==> src/rtl/cl_pkg.sv <==
package cl_pkg;

    // width of a counter that must reach n inclusive
    function automatic int cl_cnt_w(input int n);
        return (n < 1) ? 1 : $clog2(n + 1);
    endfunction

endpackage

==> src/rtl/cl_pipe.sv <==
module cl_pipe #(
    parameter int W   = 8,
    parameter int LAT = 2
) (
    input  logic         clk,
    input  logic         rst_n,
    input  logic         in_v,
    input  logic [W-1:0] in_d,
    output logic         out_v,
    output logic [W-1:0] out_d
);

    generate
        if (LAT == 0) begin : g_wire
            assign out_v = in_v;
            assign out_d = in_d;
        end else begin : g_regs
            logic [LAT-1:0]        v_d, v_q;
            logic [LAT-1:0][W-1:0] p_d, p_q;

            always_comb begin
                v_d[0] = in_v;
                p_d[0] = in_d;
                for (int i = 1; i < LAT; i++) begin
                    v_d[i] = v_q[i-1];
                    p_d[i] = p_q[i-1];
                end
            end

            always_ff @(posedge clk) begin
                if (!rst_n) begin
                    v_q <= '0;
                    p_q <= '0;
                end else begin
                    v_q <= v_d;
                    p_q <= p_d;
                end
            end

            assign out_v = v_q[LAT-1];
            assign out_d = p_q[LAT-1];
        end
    endgenerate

endmodule

==> src/rtl/cl_sender.sv <==
module cl_sender #(
    parameter int DEPTH = 8,
    parameter int CW    = 4
) (
    input  logic          clk,
    input  logic          rst_n,
    input  logic          flit_req,
    input  logic          ret_valid,
    input  logic [CW-1:0] ret_cnt,
    output logic          send,
    output logic [CW-1:0] level,
    output logic          err
);

    localparam int SW = CW + 1;

    typedef struct packed {
        logic [CW-1:0] credits;
        logic          err;
    } snd_t;

    snd_t          st_d, st_q;
    logic [SW-1:0] sum;

    always_comb begin
        st_d = st_q;
        send = flit_req && (st_q.credits != '0);
        sum  = {1'b0, st_q.credits} - SW'(send)
             + (ret_valid ? {1'b0, ret_cnt} : '0);
        if (sum > SW'(DEPTH)) begin
            st_d.err     = 1'b1;
            st_d.credits = CW'(DEPTH);
        end else begin
            st_d.credits = sum[CW-1:0];
        end
    end

    always_ff @(posedge clk) begin
        if (!rst_n) begin
            st_q.credits <= CW'(DEPTH);
            st_q.err     <= 1'b0;
        end else begin
            st_q <= st_d;
        end
    end

    assign level = st_q.credits;
    assign err   = st_q.err;

    // a lone send costs exactly one credit
    a_r2_send_decrements: assert property (@(posedge clk) disable iff (!rst_n)
        (send && !ret_valid) |=> (st_q.credits == $past(st_q.credits) - CW'(1)));

    // send and return on the same edge settle in one step
    a_r8_merge_one_step: assert property (@(posedge clk) disable iff (!rst_n)
        (send && ret_valid && !st_d.err) |=>
        (st_q.credits == $past(st_q.credits) - CW'(1) + $past(ret_cnt)));

    // the credit count stays within the initial grant
    a_r9_no_excess: assert property (@(posedge clk) disable iff (!rst_n)
        !st_q.err && (st_q.credits <= CW'(DEPTH)));

endmodule

==> src/rtl/cl_receiver.sv <==
module cl_receiver #(
    parameter int DATA_W  = 16,
    parameter int DEPTH   = 8,
    parameter int BUNDLE  = 2,
    parameter int IDLE_TO = 8,
    parameter int CW      = 4
) (
    input  logic              clk,
    input  logic              rst_n,
    input  logic              push,
    input  logic [DATA_W-1:0] push_data,
    input  logic              out_ready,
    output logic              out_valid,
    output logic [DATA_W-1:0] out_data,
    output logic              ret_valid,
    output logic [CW-1:0]     ret_cnt
);

    localparam int AW = (DEPTH   > 1) ? $clog2(DEPTH)     : 1;
    localparam int BW = $clog2(BUNDLE + 1);
    localparam int TW = (IDLE_TO > 1) ? $clog2(IDLE_TO)   : 1;

    typedef struct packed {
        logic [DEPTH-1:0][DATA_W-1:0] mem;
        logic [AW-1:0]                wr;
        logic [AW-1:0]                rd;
        logic [CW-1:0]                cnt;
        logic [BW-1:0]                acc;
        logic [TW-1:0]                idle;
    } rcv_t;

    rcv_t          st_d, st_q;
    logic          pop;
    logic [BW-1:0] acc_sum;

    always_comb begin
        st_d      = st_q;
        ret_valid = 1'b0;
        ret_cnt   = '0;
        pop       = (st_q.cnt != '0) && out_ready;

        if (push) begin
            st_d.mem[st_q.wr] = push_data;
            st_d.wr = (st_q.wr == AW'(DEPTH - 1)) ? '0 : st_q.wr + AW'(1);
        end
        if (pop) begin
            st_d.rd = (st_q.rd == AW'(DEPTH - 1)) ? '0 : st_q.rd + AW'(1);
        end
        st_d.cnt = st_q.cnt + CW'(push) - CW'(pop);

        acc_sum = st_q.acc + BW'(pop);
        if (acc_sum == BW'(BUNDLE)) begin
            ret_valid = 1'b1;
            ret_cnt   = CW'(acc_sum);
            st_d.acc  = '0;
            st_d.idle = '0;
        end else if (pop) begin
            st_d.acc  = acc_sum;
            st_d.idle = '0;
        end else if (st_q.acc != '0) begin
            if (st_q.idle == TW'(IDLE_TO - 1)) begin
                ret_valid = 1'b1;
                ret_cnt   = CW'(st_q.acc);
                st_d.acc  = '0;
                st_d.idle = '0;
            end else begin
                st_d.idle = st_q.idle + TW'(1);
            end
        end
    end

    always_ff @(posedge clk) begin
        if (!rst_n) begin
            st_q <= '0;
        end else begin
            st_q <= st_d;
        end
    end

    assign out_valid = (st_q.cnt != '0);
    assign out_data  = st_q.mem[st_q.rd];

    // an arriving flit never meets a full FIFO
    a_r4_no_overflow: assert property (@(posedge clk) disable iff (!rst_n)
        push |-> (st_q.cnt != CW'(DEPTH)));

    // every return message carries between one and BUNDLE credits
    a_r6_bundle_size: assert property (@(posedge clk) disable iff (!rst_n)
        ret_valid |-> ((ret_cnt != '0) && (ret_cnt <= CW'(BUNDLE))));

    // a partial bundle is held back while draining goes on
    a_r7_no_flush_on_drain: assert property (@(posedge clk) disable iff (!rst_n)
        (ret_valid && (ret_cnt != CW'(BUNDLE))) |-> !pop);

endmodule

==> src/rtl/credit_link.sv <==
module credit_link #(
    parameter int DATA_W  = 16,
    parameter int DEPTH   = 8,
    parameter int LAT     = 2,
    parameter int BUNDLE  = 2,
    parameter int IDLE_TO = 8
) (
    input  logic                                clk,
    input  logic                                rst_n,
    input  logic                                in_valid,
    input  logic [DATA_W-1:0]                   in_data,
    output logic                                in_ready,
    output logic                                out_valid,
    output logic [DATA_W-1:0]                   out_data,
    input  logic                                out_ready,
    output logic [cl_pkg::cl_cnt_w(DEPTH)-1:0]  credit_level,
    output logic                                credit_err
);

    localparam int CW = cl_pkg::cl_cnt_w(DEPTH);

    logic              send;
    logic              fw_v;
    logic [DATA_W-1:0] fw_d;
    logic              rr_v;
    logic [CW-1:0]     rr_c;
    logic              cr_v;
    logic [CW-1:0]     cr_c;

    cl_sender #(.DEPTH(DEPTH), .CW(CW)) u_snd (
        .clk       (clk),
        .rst_n     (rst_n),
        .flit_req  (in_valid),
        .ret_valid (cr_v),
        .ret_cnt   (cr_c),
        .send      (send),
        .level     (credit_level),
        .err       (credit_err)
    );

    assign in_ready = (credit_level != '0);

    cl_pipe #(.W(DATA_W), .LAT(LAT)) u_fwd (
        .clk   (clk),
        .rst_n (rst_n),
        .in_v  (send),
        .in_d  (in_data),
        .out_v (fw_v),
        .out_d (fw_d)
    );

    cl_receiver #(
        .DATA_W(DATA_W), .DEPTH(DEPTH), .BUNDLE(BUNDLE),
        .IDLE_TO(IDLE_TO), .CW(CW)
    ) u_rcv (
        .clk       (clk),
        .rst_n     (rst_n),
        .push      (fw_v),
        .push_data (fw_d),
        .out_ready (out_ready),
        .out_valid (out_valid),
        .out_data  (out_data),
        .ret_valid (rr_v),
        .ret_cnt   (rr_c)
    );

    cl_pipe #(.W(CW), .LAT(LAT)) u_ret (
        .clk   (clk),
        .rst_n (rst_n),
        .in_v  (rr_v),
        .in_d  (rr_c),
        .out_v (cr_v),
        .out_d (cr_c)
    );

    // no flit is launched without a credit
    a_r3_ready_needs_credit: assert property (@(posedge clk) disable iff (!rst_n)
        (credit_level == '0) |-> !send);

endmodule

==> config.mk <==
export PLATFORM = sky130hd
export DESIGN_NAME = credit_link
export DESIGN_NICKNAME = d
export VERILOG_FILES = /design/src/rtl/cl_pkg.sv /design/src/rtl/cl_pipe.sv /design/src/rtl/cl_sender.sv /design/src/rtl/cl_receiver.sv /design/src/rtl/credit_link.sv
export SDC_FILE = /design/constraint.sdc
export NUM_CORES = 1
export LEC_CHECK = 0
export ABC_AREA = 1
export BUFFER_PORTS_ARGS = -buffer_cell sky130_fd_sc_hd__clkbuf_2
export CAP_MARGIN = 20
export CORE_MARGIN = 4
export CORE_UTILIZATION = 44
export DETAILED_ROUTE_END_ITERATION = 7
export GPL_ROUTABILITY_DRIVEN = 0
export GPL_TIMING_DRIVEN = 0
export HOLD_SLACK_MARGIN = 0.12
export PLACE_DENSITY = 0.68
export SLEW_MARGIN = 30
export SYNTH_ARGS = -nofsm -noshare
export SYNTH_HDL_FRONTEND = slang
export SYNTH_SLANG_ARGS = --single-unit
==> constraint.sdc <==
create_clock -name clk -period 5.4 [get_ports clk]
set_input_delay 0 -clock clk [delete_from_list [all_inputs] [get_ports clk]]
set_output_delay 0 -clock clk [all_outputs]
set_load 0.02 [all_outputs]
# Word-level counts from Yosys, hierarchy flattened
# Index checks and enable logic that the tools add are counted.
[word_totals]
reg_bits = 192
in_bits = 20
output_inout_bits = 23
wordCells = 73
[classes]
add_sub_neg = 8
order_cmp = 4
eq_ne = 4
muxes = 20
bitwise_logic = 2
n_reduce_logical = 13
[ops]
columns = ["cell", "count"]
rows = [
  ["128-bit bitwise mux", 1],
  ["16-bit binary-select mux with 3-bit select", 1],
  ["16-bit demux with 3-bit select", 1],
  ["16-bit 2-to-1 mux", 2],
  ["2-bit 2-to-1 mux", 5],
  ["5-bit 2-to-1 mux", 2],
  ["3-bit by 1-bit adder with 3-bit output (second input constant)", 3],
  ["3-bit == test (second input constant)", 3],
  ["3-bit 2-to-1 mux", 3],
  ["3-bit by 4-bit less-than comparator with 1-bit output (second input constant)", 2],
  ["4-bit nonzero test", 2],
  ["2-bit nonzero test", 3],
  ["5-bit adder", 1],
  ["5-bit by 4-bit > comparator with 1-bit output (second input constant)", 1],
  ["4-bit by 1-bit subtractor with 5-bit output", 1],
  ["4-bit by 1-bit adder with 4-bit output", 1],
  ["1-bit 2-to-1 mux", 4],
  ["4-bit 2-to-1 mux", 1],
  ["2-bit OR reduction", 2],
  ["4-bit OR reduction", 1],
  ["4-bit by 1-bit subtractor with 4-bit output", 1],
  ["3-bit by 1-bit greater-or-equal comparator with 1-bit output (second input constant)", 1],
  ["1-bit logical AND", 3],
  ["3-bit OR reduction", 1],
  ["4 further kinds", 5],
]

# Logic depth before layout (Yosys ltp)
# Gate-level depths: netlist of the first run.
[depth]
ltp_word = 6
mapped_depth = 19
ltp_nobuf = 19

# Cells and area by module
# From an unflattened synthesis of the first run, not the netlist that was laid out.
[unflattened]
hier_cells = 1140
hier_area_um2 = 8194.1
[modules_own_cells]
columns = ["mod", "instances", "cells_each", "area_per_inst_um2", "seq_area_each_um2"]
rows = [
  ["cl_receiver", 1, 939, 6480.0, 2862.7],
  ["cl_pipe at u_fwd", 1, 106, 977.2, 680.7],
  ["cl_sender", 1, 61, 439.2, 100.1],
  ["cl_pipe at u_ret", 1, 31, 286.5, 200.2],
  ["credit_link", 1, 3, 11.3, 0.0],
]

# Worst setup path before layout of the first run
# No wires, ideal clock.
[synth_timing]
path_type = "register -> register"
startpoint = "reg u_snd.st_q, in the netlist u_snd.level[2]"
endpoint = "reg u_snd.st_q, in the netlist u_snd.level[0]"
setup_ns = 0.114
t_arrival_ns = 2.389
required_ns = 5.286
slack_ns = 2.897
path_stages_with_launch = 19
cell_sequence = "dfxtp_1 > inv_1 > ha_1 > nand3_1 > nand2_1 > inv_1 > ha_1 > inv_1 > ha_1 > inv_1 > fa_1 > inv_1 > nand3_1 > nand2_1 > nand2_1 > nand2_1 > inv_1 > nand3_1 > nor2_1"
[synth_via]
elab_chain_len = 6
[synth_lines]
columns = ["element", "line_no", "source"]
rows = [
  ["start: declaration", "cl_sender.sv:22", "snd_t st_d, st_q;"],
  ["start signal: assignment", "cl_sender.sv:43", "st_q <= st_d;"],
  ["4-bit nonzero test (*)", "--", ""],
  ["named net in_ready", "credit_link.sv:12", "output logic in_ready,"],
  ["1-bit logical AND (*)", "cl_sender.sv:27", "send = flit_req && (st_q.credits != '0);"],
  ["named net send", "credit_link.sv:22", "logic send;"],
  ["4-bit by 1-bit subtractor with 5-bit output (*)", "cl_sender.sv:28", "sum = {1'b0, st_q.credits} - SW'(send)"],
  ["5-bit adder (*)", "cl_sender.sv:29", "+ (ret_valid ? {1'b0, ret_cnt} : '0);"],
  ["5-bit by 4-bit > comparator with 1-bit output", "cl_sender.sv:30", "if (sum > SW'(DEPTH)) begin"],
  ["2-bit OR reduction (no line)", "--", ""],
]
# The timed path passes the listed nets; every way through them passes the cells marked *.
# A chain may end at the register's enable or synchronous reset.

# Worst setup path in the final report of the first run
[layout_timing]
startpoint = "reg u_snd.st_q, in the netlist u_snd.level[2]"
endpoint = "reg u_snd.st_q, in the netlist u_snd.level[1]"
[layout_via]
elab_chain_len = 6
[layout_lines]
columns = ["element", "line_no"]
rows = [
  ["4-bit nonzero test (*)", "cl_sender.sv:27"],
  ["1-bit logical AND (*)", "cl_sender.sv:27"],
  ["named net send", "credit_link.sv:22"],
  ["4-bit by 1-bit subtractor with 5-bit output (*)", "cl_sender.sv:28"],
  ["5-bit adder (*)", "cl_sender.sv:29"],
  ["5-bit by 4-bit > comparator with 1-bit output", "cl_sender.sv:30"],
  ["2-bit OR reduction (no line)", "--"],
]
# Marked as above.

==> results of run 1 <==
==> state kept, by name, summed over array words and instances (netlist names) <==
name,flops
u_ret.g_regs.v_q,2
u_snd.level,4
u_fwd.g_regs.v_q,2
u_snd.err,1
u_ret.g_regs.p_d,2
u_ret.out_d,2
u_rcv.st_q,143
u_fwd.g_regs.p_d,16
u_fwd.out_d,16
==> final timing paths <==
| path | start | slack, ps | cells past startpoint | end |
|---|---|---|---|---|
| setup / recovery | u_snd.level[2] | 2970 | 17 | u_snd.level[1] |
| hold reg to reg | u_fwd.g_regs.p_d[23] | 410 | 2 | u_fwd.out_d[7] |
| hold / removal | rst_n | 210 | 4 | u_rcv.st_q[53] |
| setup reg to reg | u_snd.level[2] | 2970 | 17 | u_snd.level[1] |
==> cell usage after synthesis <==
| library cell | count |
|---|---|
| a211oi_1 | 2 |
| a21oi_1 | 13 |
| buf_1 | 7 |
| buf_2 | 12 |
| buf_4 | 8 |
| clkbuf_1 | 30 |
| clkbuf_2 | 1 |
| clkinv_1 | 2 |
| dfxtp_1 | 188 |
| fa_1 | 2 |
| ha_1 | 20 |
| inv_1 | 72 |
| inv_2 | 9 |
| mux2i_1 | 16 |
| nand2_1 | 124 |
| nand2_2 | 1 |
| nand3_1 | 15 |
| nand3_2 | 1 |
| nand4_1 | 2 |
| nor2_1 | 336 |
| nor2_2 | 1 |
| nor2_4 | 1 |
| nor3_1 | 1 |
| o21ai_0 | 195 |
| o21ai_1 | 1 |
| o22ai_1 | 16 |
| or2_2 | 1 |
| xor2_1 | 2 |
==> worst register-to-register path, stage by stage, from the launching register on <==
cell	delay (ps)
dfxtp_1	350
inv_1	70
ha_1	210
nand3_1	100
nand2_1	70
inv_1	60
ha_1	210
inv_1	50
ha_1	170
inv_1	60
fa_1	370
inv_1	90
nand3_1	90
nand3_1	100
nand2_1	60
inv_1	80
nand3_1	130
nor2_1	120
==> layer usage <==
layer / routed length, um / track usage (%) / up-vias
met1: 8460 / 25.6 / 2891
met4: 293 / 5.91 / 0
li1: - / - / 3586
met5: 0 / 0 / -
met3: 1060 / 3.67 / 24
met2: 7990 / 29.8 / 163
==> per-stage QoR <==
stage | util (%) | worst slack (ps) | hold WS [ps] | power, mW | area, sq um
after detailed placement | 47.9 | 2960 | 185 | 2.43 | 8310
after global routing | 52.3 | 2660 | 253 | 3.84 | 9070
after global placement | 47.9 | 2980 | 186 | 2.42 | 8310
after CTS | 52.3 | 2940 | 184 | 3.64 | 9070
final | 52.3 | 2970 | 214 | 3.62 | 9070
after floorplan | - | 2900 | 97.6 | 2.17 | 7830
==> layout make-up <==
cell class	instances	share of cell area, %
Clock buffer	21	4.85
Inverter	83	3.43
Buffer	58	2.91
Multi-Input combinational cell	750	38.4
Timing Repair Buffer	61	4.47
Clock inverter	10	1.30
Tap cell	225	3.10
Sequential cell	188	41.5
==> logic make-up after synthesis <==
group,share of synthesized area [%]
simple gates,23.8
compound gates,14.8
xor+xnor,0.224
fa+ha+maj,3.71
mux,2.05
flops,48.1
buf+inv,7.35
==> power groups by stage <==
stage	logic [mW]	clock network [mW]	registers [mW]
6_report	0.920	1.20	1.50
5_1_grt	1.04	1.28	1.51
4_1_cts	0.921	1.22	1.50
3_5_place_dp	0.902	0	1.53
3_3_place_gp	0.893	0	1.53
2_1_floorplan	0.640	0	1.53
==> impl_results.md, run 1 <==
* Status: finished clean
* Period utilization at 45.1%
* Endpoints failing hold at 0
* HP Class: in -> reg
* Area of the multi-input gates at 3490 sq um
* Postcts setup bufs at 0
* Row cnt at 48
* Diodes inserted at 0
* Root Driver: clkbuf_16
* CP bufs+invs at 6
* Post-synth top area share at 48.1%
* Vias in the first global route at 6,173
* Synth Instances at 1,079
* Number of CTS-inserted buffers at 17
* Post-Layout Cell Count at 1,396
* Htree depth at 4
* Port bufs at 41
* VDD IR max at 0.274 mV
* GRT overflow at 0
* CTS tree: built
* Pin count of the biggest net entering global routing at 17
* DRC at 0
* Worst Skew at 7.86 ps
* Area of the mapped netlist at 7830 sq um
* Sequential power share at 41.4%
* Hpwl dp at 13.4 mm
* Worst slew pin tran at 613 ps
* Yosys cell types at 28
* WP data required at 5760 ps
* Routed wire length at 17.8 mm
* Arr. time, crit path at 2800 ps
* Internal power at 2.44 mW
* FF/Latch Area at 3760 sq um
* I/O Pins at 43
* Crit-path most repeated cell: inv_1
* Pre-antenna DRT Iters at 7
* Main area contributors after synthesis: dfxtp_1 48%, nor2_1 16%, o21ai_0 12%, nand2_1 5.9%, inv_1 3.5%
* Fmax at 0.411 GHz
* Share of cells above drive strength 1 at 8.80%
* First-pass GRT wire length at 30.2 mm
* Post-synthesis sequential area ratio at 48.1%
* PD cells at 399 nW/um^2
* Worst-path cell chain: inv_1 -> ha_1 -> nand3_1 -> nand2_1 -> inv_1 -> ha_1 -> inv_1 -> ha_1 -> inv_1 -> fa_1 -> inv_1 -> nand3_1 -> nand3_1 -> nand2_1 -> inv_1 -> nand3_1 -> nor2_1
* Top delay family on crit path: adder cells
* WL per Instance at 12.8 um
* Most common cell after layout, fill and taps aside: nor2_1
* Via count at 6,664
* Clock Tree Buf Depth at 2
* Setup TNS Final at 0 ps
* Dominant cell type by area after synthesis: dfxtp_1
* Crit path max fanout at 3
* Full die area at 20,000 sq um
* Post-CTS Hold Buffers at 20
* P_sw at 1.17 mW
* Crit path time final at 2430 ps
* Clk slew on worst S/H paths at 70 ps
* LEAKAGE at 4.09 nW
* 1st-iter DRT viols at 445
* Initial antenna violation count at 0
* Slowest-stage cell, CP: fa_1
* Fin nets at 1,201
* Worst skew pair latency at 430 ps
* Unrepaired setup endpoints after global routing: no
* Flops & latches, synth at 188
* Most frequent cells in the layout: 336 x nor2_1, 195 x o21ai_0, 188 x dfxtp_1
* Clock power frac at 33.1%
* Core area at 17,400 sq um
* Worst path max stage delay at 370 ps
* Synth Warn # at 0
* Max_slew headroom at 59.1%
* Synthesized net count at 1,121
* Mapped Avg Cell Area at 7.25 sq um
* Fin. max-slew vios at 0
* Sinks on Clock Net at 188
* Via-per-instance ratio at 4.77
* Fillers at 1,732
* Max Cap Viol at 0
* Setup crit start kind: register
* Final setup violation count at 0
* Combinational share of power at 25.4%
* Post-Place Cells at 1,345
* Syn-to-layout area delta at 15.9%
* GRT Overall Usage at 18.7%
* Switching Share at 32.5%
* Critical path class: reg -> reg
* Post_cts resized at 0
* Initial Util at 45.1%
* Die height at 141 um
* Horizontal die dimension at 141 um
* Final ANT Viol Nets at 0
* Worst Setup End Kind: register
Power figures use the tool's default switching activity.
==> run 2, diff against run 1 <==
--- a/config.mk
+++ b/config.mk
@@ -14,7 +14,7 @@
 export GPL_ROUTABILITY_DRIVEN = 0
 export GPL_TIMING_DRIVEN = 0
 export HOLD_SLACK_MARGIN = 0.12
-export PLACE_DENSITY = 0.68
+export PLACE_DENSITY = 0.7
 export SLEW_MARGIN = 30
 export SYNTH_ARGS = -nofsm -noshare
 export SYNTH_HDL_FRONTEND = slang
==> constraint.sdc (replaced) <==
create_clock -name clk -period 2.15 [get_ports clk]
set_input_delay 0 -clock clk [delete_from_list [all_inputs] [get_ports clk]]
set_output_delay 0 -clock clk [all_outputs]
set_load 0.02 [all_outputs]
==> run 2 against run 1 <==
  * The flow now finishes with violations (setup timing)
  * Clock power rose to 2.7 times the previous value
  * Critical path depth fell by 2
  * Critical path type unchanged
  * Worst hold slack got worse by 100 ps
  * Sequential cell count did not move
  * Register-to-register slack got worse by 3000 ps
  * Non-clock buffer count rose by 10
==> impl_results.md, run 2 (synthesis results as in run 1) <==
* I/O Pins at 43 (unchanged)
* Core area at 17,400 sq um (unchanged)
* Worst Skew at 10.1 ps (+2.20 ps)
* Final setup violation count at 4 (+4)
* WL per Instance at 13.0 um (+2.2%)
* Final ANT Viol Nets at 0 (unchanged)
* Fmax at 0.457 GHz (+11%)
* Critical path class: reg -> reg
* Max reg flops at 143 (unchanged)
* Period utilization at 102% (+57 points)
* Arr. time, crit path at 2520 ps (-280 ps)
* Min-delay src: rst_n
* LEAKAGE at 4.20 nW (+2.8%)
* Worst path max stage delay at 540 ps (+170 ps)
* Via-per-instance ratio at 4.87 (+2.0%)
* 1st-iter DRT viols at 492 (+11%)
* Crit path time final at 2190 ps (-245 ps)
* Unrepaired setup endpoints after global routing: yes
* Cell Area, Placed at 8370 sq um (+0.66%)
* P_sw at 3.17 mW (+170%)
* Worst Setup End Kind: register
* Most frequent cells in the layout: 334 x nor2_1, 185 x dfxtp_1, 182 x o21ai_0
* Status: complete, but fails checks
* FF/Latch Area at 3770 sq um (+0.23%)
* Worst-path cell chain: inv_4 -> ha_4 -> nand3_4 -> nand2_2 -> inv_2 -> ha_4 -> inv_2 -> ha_4 -> inv_2 -> fa_2 -> nand4_1 -> nand3_2 -> nand3_2 -> nand2_1 -> inv_1
* Htree depth at 4 (unchanged)
* Switching Share at 32.6% (+0.17 points)
* Biggest register: u_rcv.st_q
* Final instance area at 9350 sq um (+3.1%)
* Vias in the first global route at 6,461 (+4.7%)
* HP Class: in -> reg
* Share of cells above drive strength 1 at 12.4% (+3.6 points)
* PD cells at 1040 nW/um^2 (+160%)
* Combinational share of power at 27.3% (+1.9 points)
* Horizontal die dimension at 141 um (unchanged)
* Number of CTS-inserted buffers at 17 (unchanged)
* Max_slew headroom at 62.7% (+3.5 points)
* WP data required at 2490 ps (-3270 ps)
* Via count at 6,850 (+2.8%)
* Fin nets at 1,211 (+0.83%)
* GRT Overall Usage at 19.1% (+0.42 points)
* Initial antenna violation count at 0 (unchanged)
* Pre-antenna DRT Iters at 5 (-2)
* Area of the multi-input gates at 3590 sq um (+2.8%)
* Endpoints failing hold at 0 (unchanged)
* Initial Util at 45.1% (unchanged)
* Hpwl dp at 13.6 mm (+1.3%)
* Most common cell after layout, fill and taps aside: nor2_1
* R2R Path Start: u_snd.level[3]
* Fillers at 1,669 (-3.6%)
* Max Cap Viol at 0 (unchanged)
* First-pass GRT wire length at 31.1 mm (+2.7%)
* Worst skew pair latency at 430 ps (about the same)
* GRT overflow at 0 (unchanged)
* Sinks on Clock Net at 188 (unchanged)
* Root Driver: clkbuf_16
* Worst slew pin tran at 560 ps (-53.2 ps)
* Diodes inserted at 0 (unchanged)
* Sequential power share at 38.9% (-2.5 points)
* Die height at 141 um (unchanged)
* Pre-CTS setup slack at -113 ps (-3070 ps)
* Syn-to-layout area delta at 19.5%
* DRC at 0 (unchanged)
* Full die area at 20,000 sq um (unchanged)
* VDD IR max at 0.721 mV (+160%)
* Worst Setup Slack, final at -38.9 ps (-3000 ps)
* Routed wire length at 18.3 mm (+3.0%)
* Post-Layout Cell Count at 1,407 (+0.79%)
* Clk slew on worst S/H paths at 70 ps (about the same)
* CTS tree: built
* Post-Place Cells at 1,345 (unchanged)
* Port bufs at 41 (unchanged)
* Clock Tree Buf Depth at 2 (unchanged)
* Worst Setup SP: u_snd.level[3]
* Failing checks: setup timing
* Clock power frac at 33.8% (+0.7 points)
* Setup crit start kind: register
* Fin. max-slew vios at 0 (unchanged)
* Crit path max fanout at 3 (unchanged)
* Slowest-stage cell, CP: fa_2
* Pin count of the biggest net entering global routing at 17 (unchanged)
* WHS at 112 ps (-102 ps)
* Internal power at 6.55 mW (+170%)
* Row cnt at 48 (unchanged)
[run 2: cell count changes in the layout (fill, tap and decap cells not counted), moves of 7 or more]
cell | previous run | this run
o21ai_1 | 1 | 14
o21ai_0 | 195 | 182
clkbuf_1 | 34 | 25
inv_1 | 72 | 64
buf_4 | 8 | 15
[run 2: area by class of cell]
class	instances	share of cell area (%)
clock inverter	11	1.66
clock buffer	21	4.92
multi-input combinational	750	38.3
buffer	58	3.16
timing repair buffer	71	5.19
tap	225	3.01
sequential	188	40.3
inverter	83	3.38
[run 2: stage by stage]
step | TNS (ps) | util (%) | power [mW]
after floorplan | -214 | - | 5.55
after global placement | -323 | 48.2 | 6.16
after detailed placement | -384 | 48.2 | 6.21
after CTS | -219 | 53.4 | 9.61
after global routing | -774 | 53.9 | 10.3
final | -83.2 | 53.9 | 9.72
[run 2: final timing paths]
check / to / slack, ps / cells past startpoint
min: u_fwd.out_d[6] / 110 / 4
min reg2reg: u_fwd.out_d[12] / 410 / 2
max reg2reg: u_snd.err / -40 / 15
max: u_snd.err / -40 / 15
[run 2: metal layers]
layer / share of wire, % / GRT usage (%) / routed length, um / up-vias
met5: 0 / 0 / 0 / -
met4: 1.5 / 5.30 / 280 / 0
met3: 5.2 / 5.26 / 952 / 22
met2: 46 / 31.4 / 8340 / 141
met1: 48 / 24.7 / 8760 / 3068
li1: - / - / - / 3619
[run 2: what timing repair did]
item,4_1_cts,5_1_grt
setup buffers,4,4
hold endpoints to repair,44,0
pin swaps,8,6
setup endpoints to repair,20,24
gates resized for setup,14,34
hold buffers,22,0
[run 2: power by group through the flow]
| stage | Clock, mW | Combinational (mW) | Sequential (mW) |
|---|---|---|---|
| after floorplan | 0 | 1.68 | 3.87 |
| after global placement | 0 | 2.31 | 3.85 |
| after detailed placement | 0 | 2.35 | 3.86 |
| after CTS | 3.33 | 2.50 | 3.78 |
| after global routing | 3.49 | 3.02 | 3.80 |
| final | 3.29 | 2.65 | 3.78 |
[run 2: worst max-delay path: cells and delay by family, from the launching register on]
kind                       cells  cell delay [ps]
buffers and inverters          5              230
DFF                            1              350
adders and majority gates      4              990
and+or+nand+nor                6              510
